===== src/rtl/incadc_pkg.sv =====
package incadc_pkg;
  typedef enum logic [0:0] {FMT_UNS = 1'b0, FMT_SGN = 1'b1} fmt_e;
  localparam int unsigned SCALE_SH_DEF = 2;
endpackage


===== src/rtl/incadc_ext_cnt.sv =====
module incadc_ext_cnt #(
  parameter int unsigned LOW_W = 8,
  parameter int unsigned UP_W  = 2 * LOW_W
) (
  input  logic             clk_i,
  input  logic             rst_ni,
  input  logic             arm_i,
  input  logic [UP_W-1:0]  preset_i,
  input  logic             cnt_en_i,
  output logic [LOW_W-1:0] low_o,
  output logic [UP_W-1:0]  up_o
);
  logic [LOW_W-1:0] low_q;
  logic [UP_W-1:0]  up_q;

  always_ff @(posedge clk_i or negedge rst_ni) begin
    if (!rst_ni) begin
      low_q <= '1;
      up_q  <= '0;
    end else if (arm_i) begin
      low_q <= '1;
      up_q  <= preset_i;
    end else if (cnt_en_i) begin
      if (low_q == '0) begin
        low_q <= '1;
        up_q  <= up_q + UP_W'(1);
      end else begin
        low_q <= low_q - LOW_W'(1);
      end
    end
  end

  assign low_o = low_q;
  assign up_o  = up_q;

  AST_WRAP_CARRY: assert property (@(posedge clk_i) disable iff (!rst_ni)
    (cnt_en_i && !arm_i && low_q == '0) |=> (up_q == $past(up_q) + UP_W'(1)));
  AST_ARM_LOAD: assert property (@(posedge clk_i) disable iff (!rst_ni)
    arm_i |=> (low_q == {LOW_W{1'b1}}));
endmodule


===== src/rtl/incadc_fmt.sv =====
module incadc_fmt
  import incadc_pkg::*;
#(
  parameter int unsigned LOW_W    = 8,
  parameter int unsigned UP_W     = 2 * LOW_W,
  parameter int unsigned RES_W    = 2 * LOW_W,
  parameter int unsigned SCALE_SH = SCALE_SH_DEF
) (
  input  logic [LOW_W-1:0] low_i,
  input  logic [UP_W-1:0]  up_i,
  input  logic             signed_i,
  output logic [RES_W-1:0] res_o
);
  localparam int unsigned ACC_W = UP_W + LOW_W;

  logic             borrow;
  logic [LOW_W-1:0] lsb_v;
  logic [UP_W-1:0]  up_adj;
  logic [LOW_W-1:0] ext_v;
  logic [LOW_W-1:0] mid_v;
  logic             ovf;
  logic signed [ACC_W-1:0] acc_s;

  // residual: ~(low-1), borrow carries into the extension word
  assign borrow = (low_i == '0);
  assign lsb_v  = ~(low_i - LOW_W'(1));
  assign up_adj = up_i + UP_W'(borrow);
  assign ext_v  = up_adj[UP_W-1:LOW_W];
  assign mid_v  = up_adj[LOW_W-1:0];

  always_comb begin
    if (fmt_e'(signed_i) == FMT_SGN) ovf = ~ext_v[LOW_W-1] & mid_v[LOW_W-1];
    else                             ovf = ext_v[0];
    if (!ovf)
      acc_s = {ext_v, mid_v, lsb_v};
    else if (fmt_e'(signed_i) == FMT_SGN)
      acc_s = {{LOW_W{1'b0}}, 1'b0, {(RES_W-1){1'b1}}};
    else
      acc_s = {{LOW_W{1'b0}}, {RES_W{1'b1}}};
  end

  assign res_o = RES_W'(acc_s >>> SCALE_SH);
endmodule


===== src/rtl/incadc_ctrl.sv =====
module incadc_ctrl #(
  parameter int unsigned SAMP_W = 8
) (
  input  logic              clk_i,
  input  logic              rst_ni,
  input  logic              start_i,
  input  logic [SAMP_W-1:0] samp_cnt_i,
  input  logic              period_i,
  input  logic              ready_clr_i,
  output logic              conv_o,
  output logic              run_o,
  output logic              ready_o,
  output logic              int_rst_o
);
  logic              run_q, ready_q, pulse_q;
  logic [SAMP_W-1:0] left_q;
  logic              conv;
  logic              last;

  assign conv = run_q & period_i & ~start_i;
  assign last = (left_q == SAMP_W'(1));

  always_ff @(posedge clk_i or negedge rst_ni) begin
    if (!rst_ni) begin
      run_q   <= 1'b0;
      ready_q <= 1'b0;
      pulse_q <= 1'b0;
      left_q  <= '0;
    end else if (start_i) begin
      run_q   <= 1'b1;
      ready_q <= 1'b0;
      pulse_q <= 1'b0;
      left_q  <= samp_cnt_i;
    end else begin
      pulse_q <= conv;
      if (conv) begin
        ready_q <= 1'b1;
        if (left_q != '0) left_q <= left_q - SAMP_W'(1);
        if (last) run_q <= 1'b0;
      end else if (ready_clr_i) begin
        ready_q <= 1'b0;
      end
    end
  end

  assign conv_o    = conv;
  assign run_o     = run_q;
  assign ready_o   = ready_q;
  assign int_rst_o = ~run_q | pulse_q;

  AST_READY_HOLD: assert property (@(posedge clk_i) disable iff (!rst_ni)
    (ready_q && !ready_clr_i && !start_i) |=> ready_q);
  AST_LAST_STOP: assert property (@(posedge clk_i) disable iff (!rst_ni)
    (conv && last) |=> (!run_q && int_rst_o));
  AST_CONT_RUN: assert property (@(posedge clk_i) disable iff (!rst_ni)
    (conv && left_q == '0) |=> run_q);
  AST_START_RUN: assert property (@(posedge clk_i) disable iff (!rst_ni)
    start_i |=> (run_q && !ready_q && !int_rst_o));
endmodule


===== src/rtl/incadc_accum.sv =====
module incadc_accum
  import incadc_pkg::*;
#(
  parameter int unsigned LOW_W    = 8,
  parameter int unsigned SAMP_W   = 8,
  parameter int unsigned SCALE_SH = SCALE_SH_DEF
) (
  input  logic                 clk_i,
  input  logic                 rst_ni,
  input  logic                 start_i,
  input  logic [SAMP_W-1:0]    samp_cnt_i,
  input  logic                 signed_i,
  input  logic                 az_off_i,
  input  logic                 gate_i,
  input  logic                 period_i,
  input  logic                 ready_clr_i,
  output logic [2*LOW_W-1:0]   result_o,
  output logic                 ready_o,
  output logic                 run_o,
  output logic                 int_rst_o,
  output logic                 az_o
);
  localparam int unsigned UP_W  = 2 * LOW_W;
  localparam int unsigned RES_W = 2 * LOW_W;

  logic             conv, run, int_rst;
  logic [LOW_W-1:0] low_v;
  logic [UP_W-1:0]  up_v, preset_v;
  logic [RES_W-1:0] res_v, result_q;

  // signed preset puts the most negative count in the word
  assign preset_v = (fmt_e'(signed_i) == FMT_SGN) ?
                    {{LOW_W{1'b1}}, 1'b1, {(LOW_W-1){1'b0}}} : '0;

  incadc_ctrl #(.SAMP_W(SAMP_W)) u_ctrl (
    .clk_i       (clk_i),
    .rst_ni      (rst_ni),
    .start_i     (start_i),
    .samp_cnt_i  (samp_cnt_i),
    .period_i    (period_i),
    .ready_clr_i (ready_clr_i),
    .conv_o      (conv),
    .run_o       (run),
    .ready_o     (ready_o),
    .int_rst_o   (int_rst)
  );

  incadc_ext_cnt #(.LOW_W(LOW_W), .UP_W(UP_W)) u_cnt (
    .clk_i    (clk_i),
    .rst_ni   (rst_ni),
    .arm_i    (start_i | conv),
    .preset_i (preset_v),
    .cnt_en_i (run & gate_i & ~period_i),
    .low_o    (low_v),
    .up_o     (up_v)
  );

  incadc_fmt #(.LOW_W(LOW_W), .UP_W(UP_W), .RES_W(RES_W), .SCALE_SH(SCALE_SH)) u_fmt (
    .low_i    (low_v),
    .up_i     (up_v),
    .signed_i (signed_i),
    .res_o    (res_v)
  );

  always_ff @(posedge clk_i or negedge rst_ni) begin
    if (!rst_ni)   result_q <= '0;
    else if (conv) result_q <= res_v;
  end

  assign result_o  = result_q;
  assign run_o     = run;
  assign int_rst_o = int_rst;
  assign az_o      = az_off_i & int_rst;

  AST_RESULT_HOLD: assert property (@(posedge clk_i) disable iff (!rst_ni)
    !conv |=> $stable(result_o));
  AST_IDLE_NOCOUNT: assert property (@(posedge clk_i) disable iff (!rst_ni)
    (!run && !start_i) |=> ($stable(low_v) && $stable(up_v)));
endmodule


===== config.mk =====
export PLATFORM = sky130hd
export DESIGN_NAME = incadc_accum
export DESIGN_NICKNAME = d
export VERILOG_FILES = /design/src/rtl/incadc_pkg.sv /design/src/rtl/incadc_ext_cnt.sv /design/src/rtl/incadc_fmt.sv /design/src/rtl/incadc_ctrl.sv /design/src/rtl/incadc_accum.sv
export SDC_FILE = /design/constraint.sdc
export NUM_CORES = 1
export LEC_CHECK = 0
export ABC_AREA = 1
export BUFFER_PORTS_ARGS = -buffer_cell sky130_fd_sc_hd__buf_2
export CORE_MARGIN = 2
export CORE_UTILIZATION = 55
export CTS_BUF_LIST = sky130_fd_sc_hd__clkbuf_4
export DETAILED_ROUTE_END_ITERATION = 12
export PLACE_DENSITY = 0.75
export SLEW_MARGIN = 40
export SYNTH_ARGS = -nofsm -noshare
export SYNTH_HDL_FRONTEND = slang
export SYNTH_SLANG_ARGS = --single-unit

===== constraint.sdc =====
create_clock -name clk_i -period 2.1 [get_ports clk_i]
set_input_delay 0.105 -clock clk_i [delete_from_list [all_inputs] [get_ports clk_i]]
set_output_delay 0.105 -clock clk_i [all_outputs]
set_load 0.005 [all_outputs]

==> results.tsv <==
stage	metric	value	unit
sta	slew-limit-headroom	57.56	%
logic_synthesis	avgSynthCellArea	7.840	um^2
setup_path	worstRegToRegCells	14	
floorplan	die_area	6307	um^2
sta	tightest_slew	0.6367	ns
hold_path	min_path_cells	3	
clocking	cts_tree	built	
route	drt_iter0_drc	192	
hold_path	min_to	u_ctrl.left_q[5]	
clocking	cts_inserted_buffers	5	
layout	layout-drive-gt1-share	27.00	%
setup_path	crit_type	flop to flop	
run_status	outcome	completed	
route	vias_per_cell	5.230	
clocking	cts.htree.levels	2	
clocking	clk_pin_slew	0.14	ns
job	maxCapViolations	0	
logic_synthesis	synth_area	3128	um^2
setup_path	crit_top_cell	ha_4	
layout	layout.nets	486	
sta	clock.fmax	0.4822	GHz
pwr	p_leak	1.900	nW
setup_path	critPathRequiredTime	2.38	ns
logic_synthesis	ys_warn_count	0	
layout	antennaDiodeCount	0	
logic_synthesis	synth_edf_count	0	
setup_path	critPathSlowestCell	dfstp_2	
logic_synthesis	ys_seq_area_share	41.12	%
clocking	clkLatencyLatePin	0.37	ns
global_routing	track_usage	24.82	%
floorplan	ioPinCount	36	
global_routing	grt_max_degree	27	
logic_synthesis	ys_async_sr_fraction	100.0	%
hold_path	hp-class	primary input to flop	
floorplan	core_area	5507	um^2
setup_path	slowest_delay	0.57	ns
floorplan	fp.dieW	79.42	um
logic_synthesis	synthCells	399	
placement	place_hpwl	5265	um
setup_path	worstReg2RegEnd	result_o[1]	
route	num_vias	2798	
layout	post-route-cell-area	3782	um^2
setup_path	cp-start-kind	flop	
sta	hold_viol_final	0	
clocking	clockBufferDepth	2	
setup_path	crit_buf_inv	4	
sta	timing.final.crit_share	98.76	%
setup_path	end_kind	flop	
logic_synthesis	synth_top_flop_cell	dfrtp_1	
sta	drv_slew	0	
global_routing	grt_pass1_wl	12380	um
logic_synthesis	synth-seq-cells	51	
global_routing	grt_pass1_vias	2660	
floorplan	start_util	56.81	%
pwr	vdd_drop_max	355.3	uV
layout	multi_input_area	1680	um^2
sta	fin_crit	2.074	ns
logic_synthesis	ys_types	37	
route	routed_wl	7473	um
setup_path	r2r_start	u_cnt.low_o[1]	
route	drcViolationCount	0	
sta	setup_slack	0.02597	ns
setup_path	rrSetupSlack	0.03	ns
sta	fin_setup_tns	0	ns
setup_path	arrival	2.36	ns
layout	final_common_cell	nand2_1	
logic_synthesis	syn_nets	422	
setup_path	crit_chain	inv_1 -> ha_4 -> nand3_2 -> inv_2 -> ha_4 -> ha_4 -> inv_2 -> nor2_4 -> nand2_4 -> xnor2_4 -> nand2_4 -> nand2_8 -> o21bai_1 -> inv_1	
route	wl_per_cell	13.97	um
setup_path	crit_cells	14	
sta	rsz0062_at_grt	true	
clocking	cts.sinks	51	
floorplan	fp-row-count	27	
global_routing	grt_overflow_total	0	
placement	portBuffers	35	
route	drtAntennaViolNets	0	
floorplan	die_h	79.42	um
setup_path	path_delay_family	flip-flops	
placement	pre_cts_slack	-0.08598	ns
hold_path	min_from	samp_cnt_i[5]	
layout	area_growth	20.92	%
sta	setup_viol	0	
placement	place_congestion	0.8817	
placement	place_area	3520	um^2
layout	regArea	1286	um^2
pwr	powerDensity	611.4	nW/um^2
setup_path	cp_max_fo	7	
sta	finalClockSkew	0.01592	ns
layout	layout_common_cells	nand2_1 (78), nor2_1 (53), inv_1 (49), dfrtp_1 (43), buf_2 (35)	
layout	fill_cells	441	
global_routing	antenna_found_initial	0	
clocking	cts_root_buffer	clkbuf_4	
route	dr.pass1.iters	4	
-- flip-flops by register name, summed over array words and instances (netlist names) --
register and flops:
result_o 16, u_cnt.low_o 8, u_cnt.up_o 16, u_ctrl.ready_o 1, u_ctrl.run_o 1, u_ctrl.left_q 8, u_ctrl.pulse_q 1
-- through the flow --
step | instances | hold slack, ns | util, % | power [mW]
3_5_place_dp | 518 | 0.1634 | 63.92 | 1.722
4_1_cts | 531 | 0.01776 | 67.39 | 2.322
5_1_grt | 535 | 0.05974 | 68.69 | 2.455
6_report | 535 | 0.03660 | 68.69 | 2.313
2_1_floorplan | 399 | -0.1906 | - | 1.528
3_3_place_gp | 518 | 0.1614 | 63.92 | 1.702
-- how the worst max path moves through the flow --
stage | from | endpoint | slack [ns]
2_1_floorplan | u_cnt.low_o[0] | result_o[11] | 0.005
4_1_cts | u_cnt.low_o[0] | result_o[2] | 0.0005
6_report | u_cnt.low_o[1] | result_o[1] | 0.03
5_1_grt | u_cnt.low_o[3] | result_o[1] | -0.06
3_5_place_dp | u_cnt.low_o[3] | result_o[1] | -0.09
3_3_place_gp | u_cnt.low_o[3] | result_o[1] | 0.003
-- Yosys cell counts (2+ instances only) --
cell / count / area [um^2]
inv_1: 54 / 202.7
nor2_1: 53 / 198.9
dfrtp_1: 43 / 1076
o21ai_2: 2 / 17.52
o21bai_2: 9 / 101.4
o211ai_1: 7 / 52.55
xor2_1: 12 / 105.1
xnor2_1: 4 / 35.03
inv_2: 2 / 7.510
or2_2: 4 / 25.02
nand3_1: 19 / 95.09
clkbuf_1: 7 / 26.28
nand2_2: 5 / 31.28
nand2_1: 80 / 300.3
o21ai_0: 29 / 145.1
a21boi_0: 2 / 15.01
dfstp_2: 8 / 210.2
nor3_1: 3 / 15.01
o21bai_1: 4 / 30.03
nand2_4: 3 / 33.78
nand4_1: 2 / 12.51
a21oi_1: 15 / 75.07
nand3b_1: 2 / 15.01
nor2_2: 3 / 18.77
buf_2: 3 / 15.01
o31ai_1: 4 / 30.03
ha_1: 7 / 87.58
a31oi_1: 2 / 12.51
nor2_4: 3 / 33.78
-- timing repair --
item,in CTS,in global routing
gates cloned,1,0
buffers inserted,0,4
pin swaps,4,10
endpoints found under the setup margin,13,16
hold buffers,5,0
gates resized for setup,11,9
endpoints found under the hold margin,26,0
-- cell families (layout without fill, tap and decap cells) --
family | after synthesis | count (layout) | share of synthesized area, %
fa+ha+maj | 7 | 7 | 2.800
compound gates | 77 | 77 | 16.12
flops | 51 | 51 | 41.12
xor+xnor | 17 | 17 | 5.000
simple gates | 180 | 181 | 26.28
buf+inv | 67 | 130 | 8.680
-- power by group --
group          total [mW]  leakage (nW)  switching (mW)  internal [mW]
combinational       0.548          1.26           0.303          0.245
clock               0.571        0.0417           0.312          0.259
sequential           1.19         0.601          0.0958           1.10
-- layer usage --
layer / wire (um) / global-route usage [%] / up-vias / share of wire (%)
li1: - / - / 1401 / -
met5: 0 / 0 / - / 0
met3: 264 / 3.733 / 5 / 3.5
met4: 50 / 5.172 / 0 / 0.67
met2: 3720 / 44.07 / 53 / 50
met1: 3439 / 32.19 / 1339 / 46
-- worst register-to-register path: stages, from the launching register on --
cell and delay (ns):
dfstp_2 0.57, inv_1 0.08, ha_4 0.17, nand3_2 0.06
inv_2 0.05, ha_4 0.16, ha_4 0.16, inv_2 0.06
nor2_4 0.04, nand2_4 0.09, xnor2_4 0.09, nand2_4 0.16
nand2_8 0.10, o21bai_1 0.16, inv_1 0.05
-- area by class of cell --
class | count | share of cell area, %
Tap cell | 72 | 2.382
Multi-Input combinational cell | 282 | 44.43
Sequential cell | 51 | 34.01
Timing Repair Buffer | 67 | 11.64
Inverter | 56 | 5.557
Clock inverter | 1 | 0.7939
Clock buffer | 6 | 1.191
No activity file was read; power rests on OpenSTA's default activity.
